`src/rtl/dual_expiry_wdt.sv`:
```
module dual_expiry_wdt #(
  parameter int TICK_DIV = 75_000_000,
  parameter int CNT_W    = 10,
  parameter int INIT_DEF = 50,
  parameter int INIT_MIN = 4,
  parameter int ADDR_W   = 5,
  parameter int DATA_W   = 16
) (
  input  logic              clk,
  input  logic              rst_n,
  input  logic              wr_en,
  input  logic              rd_en,
  input  logic [ADDR_W-1:0] addr,
  input  logic [DATA_W-1:0] wdata,
  output logic [DATA_W-1:0] rdata,
  input  logic              smi_gate,
  input  logic              reboot_inhibit,
  output logic              smi_pulse,
  output logic              sys_rst_req
);
  localparam int PW = (TICK_DIV > 1) ? $clog2(TICK_DIV) : 1;
  localparam logic [PW-1:0] PRESC_LAST = PW'(TICK_DIV - 1);
  localparam logic [ADDR_W-1:0] A_CNT  = ADDR_W'(8'h00);
  localparam logic [ADDR_W-1:0] A_STSA = ADDR_W'(8'h04);
  localparam logic [ADDR_W-1:0] A_STSB = ADDR_W'(8'h06);
  localparam logic [ADDR_W-1:0] A_CTRL = ADDR_W'(8'h08);
  localparam logic [ADDR_W-1:0] A_INIT = ADDR_W'(8'h12);
  localparam int B_TO   = 3;
  localparam int B_SEC  = 1;
  localparam int B_BOOT = 2;
  localparam int B_HALT = 11;

  logic [PW-1:0]    presc_q;
  logic [CNT_W-1:0] cnt_q, init_q;
  logic halt_q, to_q, sec_q, boot_q, smi_q, rst_q;
  logic [DATA_W-1:0] rd_mux;
  logic unused_bits;

  wire wr_cnt  = wr_en && addr == A_CNT;
  wire wr_stsa = wr_en && addr == A_STSA;
  wire wr_stsb = wr_en && addr == A_STSB;
  wire wr_ctrl = wr_en && addr == A_CTRL;
  wire wr_init = wr_en && addr == A_INIT;

  wire tick       = !halt_q && presc_q == PRESC_LAST;
  wire expire     = tick && cnt_q == '0 && !wr_cnt;
  wire first_exp  = expire && !to_q;
  wire second_exp = expire && to_q;
  wire init_ok    = wdata[CNT_W-1:0] >= CNT_W'(INIT_MIN);
  wire clr_to     = wr_stsa && wdata[B_TO];
  wire clr_sec    = wr_stsb && wdata[B_SEC];
  wire clr_boot   = wr_stsb && wdata[B_BOOT];

  assign unused_bits = ^wdata;

  always_ff @(posedge clk) begin
    if (!rst_n) begin
      presc_q <= '0;
      cnt_q   <= CNT_W'(INIT_DEF);
      init_q  <= CNT_W'(INIT_DEF);
      halt_q  <= 1'b1;
      to_q    <= 1'b0;
      sec_q   <= 1'b0;
      boot_q  <= 1'b0;
      smi_q   <= 1'b0;
      rst_q   <= 1'b0;
    end else begin
      if (halt_q || wr_cnt || tick) presc_q <= '0;
      else                          presc_q <= presc_q + 1'b1;
      if (wr_cnt)                   cnt_q <= init_q;
      else if (tick)                cnt_q <= (cnt_q == '0) ? init_q : cnt_q - 1'b1;
      if (wr_init && init_ok)       init_q <= wdata[CNT_W-1:0];
      if (wr_ctrl)                  halt_q <= wdata[B_HALT];
      to_q   <= expire | (to_q & ~clr_to);
      sec_q  <= second_exp | (sec_q & ~clr_sec);
      boot_q <= (second_exp & ~reboot_inhibit) | (boot_q & ~clr_boot);
      smi_q  <= first_exp & smi_gate;
      rst_q  <= second_exp & ~reboot_inhibit;
    end
  end

  always_comb begin
    rd_mux = '0;
    case (addr)
      A_CNT:  rd_mux[CNT_W-1:0] = cnt_q;
      A_STSA: rd_mux[B_TO] = to_q;
      A_STSB: begin rd_mux[B_SEC] = sec_q; rd_mux[B_BOOT] = boot_q; end
      A_CTRL: rd_mux[B_HALT] = halt_q;
      A_INIT: rd_mux[CNT_W-1:0] = init_q;
      default: ;
    endcase
  end

  assign rdata       = rd_en ? rd_mux : '0;
  assign smi_pulse   = smi_q;
  assign sys_rst_req = rst_q;


  init_floor_chk: assert property (@(posedge clk) disable iff (!rst_n)
    init_q >= CNT_W'(INIT_MIN));

  halt_freeze_chk: assert property (@(posedge clk) disable iff (!rst_n)
    (halt_q && !wr_cnt) |=> $stable(cnt_q));

  reload_load_chk: assert property (@(posedge clk) disable iff (!rst_n)
    wr_cnt |=> cnt_q == $past(init_q));

  smi_gate_chk: assert property (@(posedge clk) disable iff (!rst_n)
    smi_pulse |-> $past(smi_gate) && !sys_rst_req);

  rst_single_chk: assert property (@(posedge clk) disable iff (!rst_n)
    sys_rst_req |=> !sys_rst_req);

  rst_prior_flag_chk: assert property (@(posedge clk) disable iff (!rst_n)
    sys_rst_req |-> $past(to_q) && boot_q && sec_q);

  rst_inhibit_chk: assert property (@(posedge clk) disable iff (!rst_n)
    sys_rst_req |-> !$past(reboot_inhibit));
endmodule

```
`config.mk`:
```
export PLATFORM = sky130hd
export DESIGN_NAME = dual_expiry_wdt
export DESIGN_NICKNAME = d
export VERILOG_FILES = /design/src/rtl/dual_expiry_wdt.sv
export SDC_FILE = /design/constraint.sdc
export NUM_CORES = 1
export LEC_CHECK = 0
export ABC_AREA = 1
export BUFFER_PORTS_ARGS = -buffer_cell sky130_fd_sc_hd__buf_2
export CAP_MARGIN = 20
export CORE_ASPECT_RATIO = 0.5
export CORE_UTILIZATION = 25
export CTS_BUF_LIST = sky130_fd_sc_hd__clkbuf_8
export DETAILED_ROUTE_END_ITERATION = 12
export HOLD_SLACK_MARGIN = 0.06
export PLACE_DENSITY_LB_ADDON = 0.25
export SYNTH_ARGS = -nofsm -noshare
export SYNTH_HDL_FRONTEND = slang
export SYNTH_SLANG_ARGS = --single-unit
export TNS_END_PERCENT = 30
```
`constraint.sdc`:
```
create_clock -name clk -period 2.07 [get_ports clk]
set_input_delay 0.207 -clock clk [delete_from_list [all_inputs] [get_ports clk]]
set_output_delay 0.207 -clock clk [all_outputs]
set_load 0.03 [all_outputs]
```
After elaboration in Yosys (flattened, before gate mapping):

Cells that the tools add are included.

* flip-flop bits (word level): 53
* latch bits: 0
* bits in writable memories: 0
* ROM bits: 0
* output and inout port bits: 18
* word-level logic and storage cells: 62
* memories kept: 0

* add/sub/neg operators: 2
* multiply operators: 0
* div/mod/pow operators: 0
* magnitude comparators: 1
* equal/unequal tests: 5
* shifts and indexed selects: 0
* muxes and demuxes: 9
* bitwise operators: 13
* reduce and logical (&&, ||, !) cells: 23

Operator list (number)
* two-way mux 10 bit: 3
* adder 27 x 1 -> 27 bit (second input constant): 1
* == test 27 bit (second input constant): 1
* logical AND 1 bit: 14
* two-way mux 12 bit: 1
* case mux 6 bit (2 select lines): 1
* == test 5 x 3 -> 1 bit (second input constant): 2
* greater-or-equal comparator 10 x 3 -> 1 bit (second input constant): 1
* zero test 10 bit: 1
* subtractor 10 x 1 -> 10 bit (second input constant): 1
* case mux 2 bit (3 select lines): 1
* AND 1 bit: 5
* == test 5 x 4 -> 1 bit (second input constant): 1
* == test 5 bit (second input constant): 1
* zero test 5 bit: 1
* inverter 1 bit: 5
* zero test 1 bit: 3
* bitwise OR 1 bit: 3
* case mux 1 bit (3 select lines): 1
* logical OR 1 bit: 2
* case mux 1 bit (2 select lines): 1
* nonzero test 2 bit: 1
* OR reduction 2 bit: 1
* two-way mux 1 bit: 1

Logic depth before layout (Yosys ltp):

Gate-level depths: netlist of run 1.

* depth in word-level cells: 7
* gate-level depth with buffers: 12

Worst setup path before layout of run 1:

Ideal clock, no wire load.

* path type: input to output
* start: in addr[1]
* end: out rdata[11]
* arrival: 1.437 ns
* required time: 1.863 ns
* setup slack: 0.426 ns
* stages: 3
* path buffers: 0
* cell sequence: nor2_2 nand3_1 nor4_1

* word-level cells in the longest chain between the ends: 3

RTL lines
* from (decl): RTL line 13 `input logic [ADDR_W-1:0] addr,`
* == test 5 x 4 -> 1 bit: RTL line 84 `case (addr)`
* two-way mux 1 bit: RTL line 84
* two-way mux 12 bit: RTL line 94 `assign rdata = rd_en ? rd_mux : '0;`
* to (decl): RTL line 15 `output logic [DATA_W-1:0] rdata,`

No other way between the ends.

Final worst setup path of run 1:

* start: reg cnt_q[0]
* end: reg cnt_q[2]

* word-level cells in the longest chain between the ends: 4

RTL lines
* from (decl): RTL line 34 `logic [CNT_W-1:0] cnt_q, init_q;`
* from (signal assigned): RTL line 59 `cnt_q <= CNT_W'(INIT_DEF);`
* from (signal assigned): RTL line 70 `if (wr_cnt) cnt_q <= init_q;`
* from (signal assigned): RTL line 71 `else if (tick) cnt_q <= (cnt_q == '0) ? init_q : cnt_q - 1'b1;`
* subtractor 10 x 1 -> 10 bit or zero test 10 bit (tied branches): RTL line 71
* two-way mux 10 bit (*) (2 in a row): RTL line 71
* two-way mux 10 bit (*): RTL line 70

Every way passes the cells marked *; elsewhere a longest branch is shown, timed or not. The select of a mux whose other input is x is not followed.
A chain may end at the register's enable or synchronous reset.

==> results of run 1 <==
[metrics by stage]
step | setup slack [ns] | hold WS [ns] | utilization | instances | instance area [um2]
after global placement | 0.121 | 0.434 | 0.283 | 716 | 3620
after global routing | 0.113 | 0.115 | 0.291 | 724 | 3710
after detailed placement | 0.111 | 0.443 | 0.283 | 716 | 3620
after floorplan | 0.426 | 0.337 | - | 524 | 3320
final | 0.239 | 0.117 | 0.291 | 724 | 3710
after CTS | 0.104 | 0.106 | 0.290 | 724 | 3710
[timing repair]
action                     in CTS  in global routing
gates resized for setup         0                  1
hold buffers                    0                  0
setup endpoints to repair       0                  7
[worst max path at each step]
stage	start	cells after the start	slack (ns)	end
2_1_floorplan	addr[1]	3	0.43	rdata[11]
3_3_place_gp	addr[2]	7	0.12	rdata[1]
3_5_place_dp	addr[2]	7	0.11	rdata[3]
4_1_cts	addr[2]	7	0.10	rdata[3]
5_1_grt	cnt_q[0]	11	0.11	cnt_q[2]
6_report	cnt_q[0]	11	0.24	cnt_q[2]
[area by class of cell]
type                       instances  area (um2)  share of cell area
tap                              170         213              0.0573
clock inverter                     3        18.8             0.00506
timing repair buffer              38         200              0.0539
sequential                        53        1060               0.286
clock buffer                       5        68.8              0.0185
multi-input combinational        373        1840               0.496
inverter                          82         308              0.0829
[metal layers]
| metal | share of wire | vias up | track usage |
|---|---|---|---|
| met3 | 0.043 | 6 | 0.0275 |
| met2 | 0.46 | 57 | 0.212 |
| met1 | 0.49 | 1384 | 0.179 |
| met5 | 0 | - | 0 |
| li1 | - | 1692 | - |
| met4 | 0.0090 | 0 | 0.0375 |
[critical path, stage by stage, from the launching register on]
cell and delay, ns:
dfxtp_1 0.36, inv_1 0.11, ha_1 0.21, inv_1 0.05, nor2_1 0.04, and2_1 0.13, nand2_1 0.16, nand2_2 0.23
or2_2 0.33, nand2_1 0.07, nand2_1 0.05, nand2_1 0.05
[power groups by stage]
stage	sequential, uW	combinational (uW)	clock [uW]
final	1030	108	609
after global routing	1030	121	694
after CTS	1030	109	638
after detailed placement	1050	109	0
after global placement	1050	109	0
after floorplan	1050	69.7	0
[cells by family (layout without fill, tap and decap cells)]
logic type | after synthesis | in the layout | synth area share
buffers and inverters | 98 | 128 | 0.127
other | 1 | 5 | 0.00114
adder cells (fa/ha/maj) | 3 | 3 | 0.0114
AO/OA/AOI/OAI | 43 | 43 | 0.0731
flip-flops | 53 | 53 | 0.321
XOR/XNOR | 19 | 19 | 0.0504
AND/OR/NAND/NOR | 303 | 303 | 0.416
[state kept, by name, summed over array words and instances (netlist names)]
register and cells:
to_q 1, presc_q 27, cnt_q 10, halt_q 1, init_q 10, smi_pulse 1, sys_rst_req 1, boot_q 1
sec_q 1
[layout by cell type (no fill, tap or decap), drive strengths merged, types with 3 or more instances in the layout]
cell	instances
dfxtp	53
o21ai	18
o211ai	3
conb	5
xor2	12
ha	3
xnor2	7
nand3	44
nand2	118
nand4	18
nor3	9
buf	38
o22ai	8
clkbuf	5
nor2	107
inv	83
a21oi	11
==> reports/qor.csv, run 1 <==
stage,metric,value,unit
run_status,status,"complete, no violations",
power,switchingPower,453,uW
hold_path,holdPathStages,3,
sta,layout_min_cycle_time,1.83,ns
placed_design,io_buffers,34,
logic_synthesis,synthFlopType,dfxtp_1,
clock_network,cts_buffers,5,
logic_synthesis,synth_area_leaders,"dfxtp_1 32%, nand2_1 13%, nor2_1 12%, inv_1 9.1%, nand3_1 6.5%",
power,finalPower,1740,uW
clock_network,h-tree-depth,2,
sta,rsz0062_at_grt,false,
die,core-area,12800,um2
critical_path,reg2reg_from,cnt_q[0],
critical_path,cp_max_fo,15,
sta,final_hold_viol_count,0,
power,power_density,470,nW/um2
power,irDropWorstVdd,0.000204,V
global_route,globalRouteOverflowTotal,0,
sta,finClkSkew,0.00912,ns
logic_synthesis,avgSynthCellArea,6.35,um2
critical_path,worstPathRequired,2.35,ns
logic_synthesis,synth_area,3300,um2
logic_synthesis,synth_area_leader_cell,dfxtp_1,
die,die_w,165,um
layout,fillCellCount,1439,
route,num_vias,3139,
clock_network,cts.sinks,53,
power,seq_power_share,0.588,
logic_synthesis,synth.top_cell.area_share,0.321,
layout,diodes,0,
placed_design,place_congestion,0.850,
sta,fin_setup_tns,0,ns
global_route,grt_use_total,0.133,
global_route,grt_max_degree,29,
clock_network,clkLatencyLatePin,0.32,ns
job,max_cap_violations,0,
power,p_leak,0.00151,uW
logic_synthesis,synthArstFlopShare,0,
logic_synthesis,ys_seq_elements,53,
route,drt_wl_total,8590,um
power,combPwrFrac,0.062,
critical_path,r2r_slack,0.24,ns
hold_path,hp-start,smi_gate,
sta,timing.final.crit_share,0.885,
logic_synthesis,yosys_warnings,0,
die,dieArea,13700,um2
clock_network,cts_tree,built,
critical_path,end_kind,flop,
logic_synthesis,synth_cell_types,33,
global_route,grt_pass1_wl,14200,um
die,placementRows,29,
critical_path,r2r_end,cnt_q[2],
sta,drv_slew,0,
logic_synthesis,yosysMostFrequentCell,nand2_1,
critical_path,startpoint_type,flop,
layout,area_delta_synth_final,12.4,%
route,drc_errors,0,
clock_network,clockBufferDepth,2,
layout,nNetsFinal,583,
power,p_int,1290,uW
logic_synthesis,syn_inst,520,
logic_synthesis,synth_top_cells_by_count,"114 x nand2_1, 103 x nor2_1, 80 x inv_1",
route,ant_nets,0,
sta,fmax,0.546,GHz
critical_path,arrival,2.11,ns
placed_design,place_hpwl,6630,um
hold_path,hold_path_class,in -> reg,
logic_synthesis,ys_seq_area_frac,0.321,
global_route,grt_pass1_vias,2892,
logic_synthesis,synth-edff-count,0,
layout,final_layout_size_suffix_gt1_frac,0.117,
critical_path,reg2reg_depth,11,
sta,setup_viol,0,
route,first_pass_iters,4,
die,die_y,83.3,um
route,via_per_inst,4.34,
critical_path,crit_type,reg -> reg,
global_route,antenna_found_initial,0,
power,pwr-share-clk,0.349,
hold_path,min_to,smi_pulse,
route,wl_per_cell,11.9,um
die,start_util,0.259,
power,p_sw_frac,0.260,
clock_network,clkTransAtPathRegs,0.10,ns
route,drt_iter0_markers,164,
clock_network,cts_setup_buffers,0,
die,ios,45,
clock_network,clockRootBuffer,clkbuf_8,
Power figures use the tool's default switching activity.
==> inputs of run 2 (changes only) <==
- CORE_MARGIN: not set -> 2
==> reports/qor.csv, run 2 (synthesized netlist as in run 1, its figures left out) <==
stage,metric,value,unit,change
global_route,busiest_layer,met2,,
clock_network,cts_setup_buffers,0,,unchanged
layout,top_regs,"presc_q: 27 flops, cnt_q: 10 flops, init_q: 10 flops",,
sta,final_hold_viol_count,0,,unchanged
die,start_util,0.259,,unchanged
layout,largest_register_ffs,27,,unchanged
clock_network,cts_tree,built,,
layout,final_common_cell,nand2_1,,
route,ant_nets,0,,unchanged
global_route,met2_usage,0.211,,-0.000881
clock_network,cts.sinks,53,,unchanged
global_route,grt_max_degree,29,,unchanged
clock_network,clockRootBuffer,clkbuf_8,,
power,p_leak,0.00153,uW,+1.1%
sta,rsz0062_at_grt,false,,
global_route,globalRouteOverflowTotal,0,,unchanged
hold_path,min_to,init_q[4],,
layout,final_layout_size_suffix_gt1_frac,0.117,,unchanged
clock_network,ctsResizeCount,0,,unchanged
route,drt_wl_total,8650,um,+0.65%
placed_design,io_buffers,34,,unchanged
hold_path,hold_path_class,in -> reg,,
layout,finalInstanceArea,3730,um2,+0.61%
die,die_w,167,um,+1.2%
placed_design,place_hpwl,6600,um,-0.51%
route,first_pass_iters,5,,+1
critical_path,r2r_slack,0.30,ns,+0.06 ns
sta,finClkSkew,0.0152,ns,+0.00610 ns
clock_network,clkTransAtPathRegs,0.11,ns,about the same
critical_path,startpoint_type,flop,,
placed_design,placedInstanceArea,3630,um2,+0.21%
layout,final_cell_mix,"114 x nand2_1, 103 x nor2_1, 80 x inv_1",,
job,max_cap_violations,0,,unchanged
global_route,grt_use_total,0.125,,-0.00778
sta,fin_setup_tns,0,ns,unchanged
layout,top_register,presc_q,,
layout,area_delta_synth_final,13.1,%,
die,ios,45,,unchanged
hold_path,holdPathStages,3,,unchanged
layout,nNetsFinal,584,,+0.17%
critical_path,end_kind,flop,,
global_route,grt_pass1_vias,2919,,+0.93%
layout,diodes,0,,unchanged
critical_path,cp_max_fo,15,,unchanged
critical_path,worstPathRequired,2.34,ns,about the same
critical_path,arrival,2.04,ns,-0.07 ns
run_status,status,"complete, no violations",,
sta,fmax,0.566,GHz,+3.6%
sta,layout_min_cycle_time,1.77,ns,-0.0643 ns
route,wl_per_cell,11.9,um,+0.65%
clock_network,clockBufferDepth,2,,unchanged
critical_path,reg2reg_from,cnt_q[0],,
clock_network,clkLatencyLatePin,0.32,ns,about the same
global_route,grt_use_met3,0.0266,,-0.000887
die,placementRows,29,,unchanged
hold_path,hp-start,wdata[4],,
critical_path,crit_type,reg -> reg,,
critical_path,timing.critical_path.from,cnt_q[0],,
global_route,met1_usage,0.165,,-0.0141
placed_design,place_congestion,0.875,,+2.9%
route,drc_errors,0,,unchanged
die,core-area,12800,um2,unchanged
die,die_y,85.3,um,+2.4%
sta,drv_slew,0,,unchanged
global_route,grt_pass1_wl,14200,um,+0.15%
clock_network,hold_buffers,0,,unchanged
route,num_vias,3170,,+0.99%
clock_network,cts_buffers,5,,unchanged
route,via_per_inst,4.38,,+0.99%
route,drt_iter0_markers,198,,+21%
clock_network,h-tree-depth,2,,unchanged
die,dieArea,14200,um2,+3.6%
critical_path,r2r_end,cnt_q[2],,
sta,setup_viol,0,,unchanged
power,finalPower,1870,uW,+7.2%
power,power_density,500,nW/um2,+6.5%
power,irDropWorstVdd,0.000233,V,+14%
global_route,antenna_found_initial,0,,unchanged
sta,timing.final.crit_share,0.854,,-0.0310
critical_path,reg2reg_depth,11,,unchanged
-- run 2: changes by cell type in the layout (fill, tap and decap cells not counted) --
cell	change
bufinv_16	+1
nand3_1	+1
inv_6	+1
inv_1	-1
buf_4	+1
nand3_2	-1
clkinvlp_4	-2
-- run 2: worst max-delay path by stage --
stage / end / cells after the start / slack, ns
4_1_cts: cnt_q[2] / 11 / 0.28
3_3_place_gp: cnt_q[2] / 11 / 0.30
2_1_floorplan: rdata[11] / 3 / 0.43
3_5_place_dp: cnt_q[2] / 11 / 0.31
6_report: cnt_q[2] / 11 / 0.30
5_1_grt: cnt_q[2] / 11 / 0.14
-- run 2: layout make-up --
cell class / count / area, um2
Clock buffer: 5 / 68.8
Clock inverter: 2 / 38.8
Fill cell: 1432 / 9040
Inverter: 82 / 308
Multi-Input combinational cell: 373 / 1840
Sequential cell: 53 / 1060
Tap cell: 170 / 213
Timing Repair Buffer: 39 / 208
-- run 2: where the power goes --
part	switching (uW)	total [uW]	leakage, uW	internal (uW)
combinational	76.0	109	0.00105	32.6
clock	374	734	0.0000546	359
sequential	2.54	1030	0.000427	1020
-- run 2: critical path: stages, from the launching register on --
cell and delay (ns):
dfxtp_1 0.36, inv_1 0.10, ha_1 0.20, inv_1 0.05, nor2_1 0.04, and2_1 0.13, nand2_1 0.16, nand2_2 0.21
or2_2 0.33, nand2_1 0.06, nand2_1 0.04, nand2_1 0.04
-- run 2: metrics by stage --
stage,instances,setup WS (ns),hold slack [ns],utilization
2_1_floorplan,524,0.426,0.337,-
3_3_place_gp,717,0.299,0.433,0.284
3_5_place_dp,717,0.310,0.439,0.284
4_1_cts,724,0.281,0.0978,0.292
5_1_grt,724,0.137,0.125,0.292
6_report,724,0.303,0.115,0.292
-- run 2: routing by layer --
metal  up-vias  wire [um]  share of wire
met1      1426       4310           0.50
met4         0         58         0.0067
li1       1687          -              -
met2        53       3930           0.45
met5         -          0              0
met3         4        344          0.040
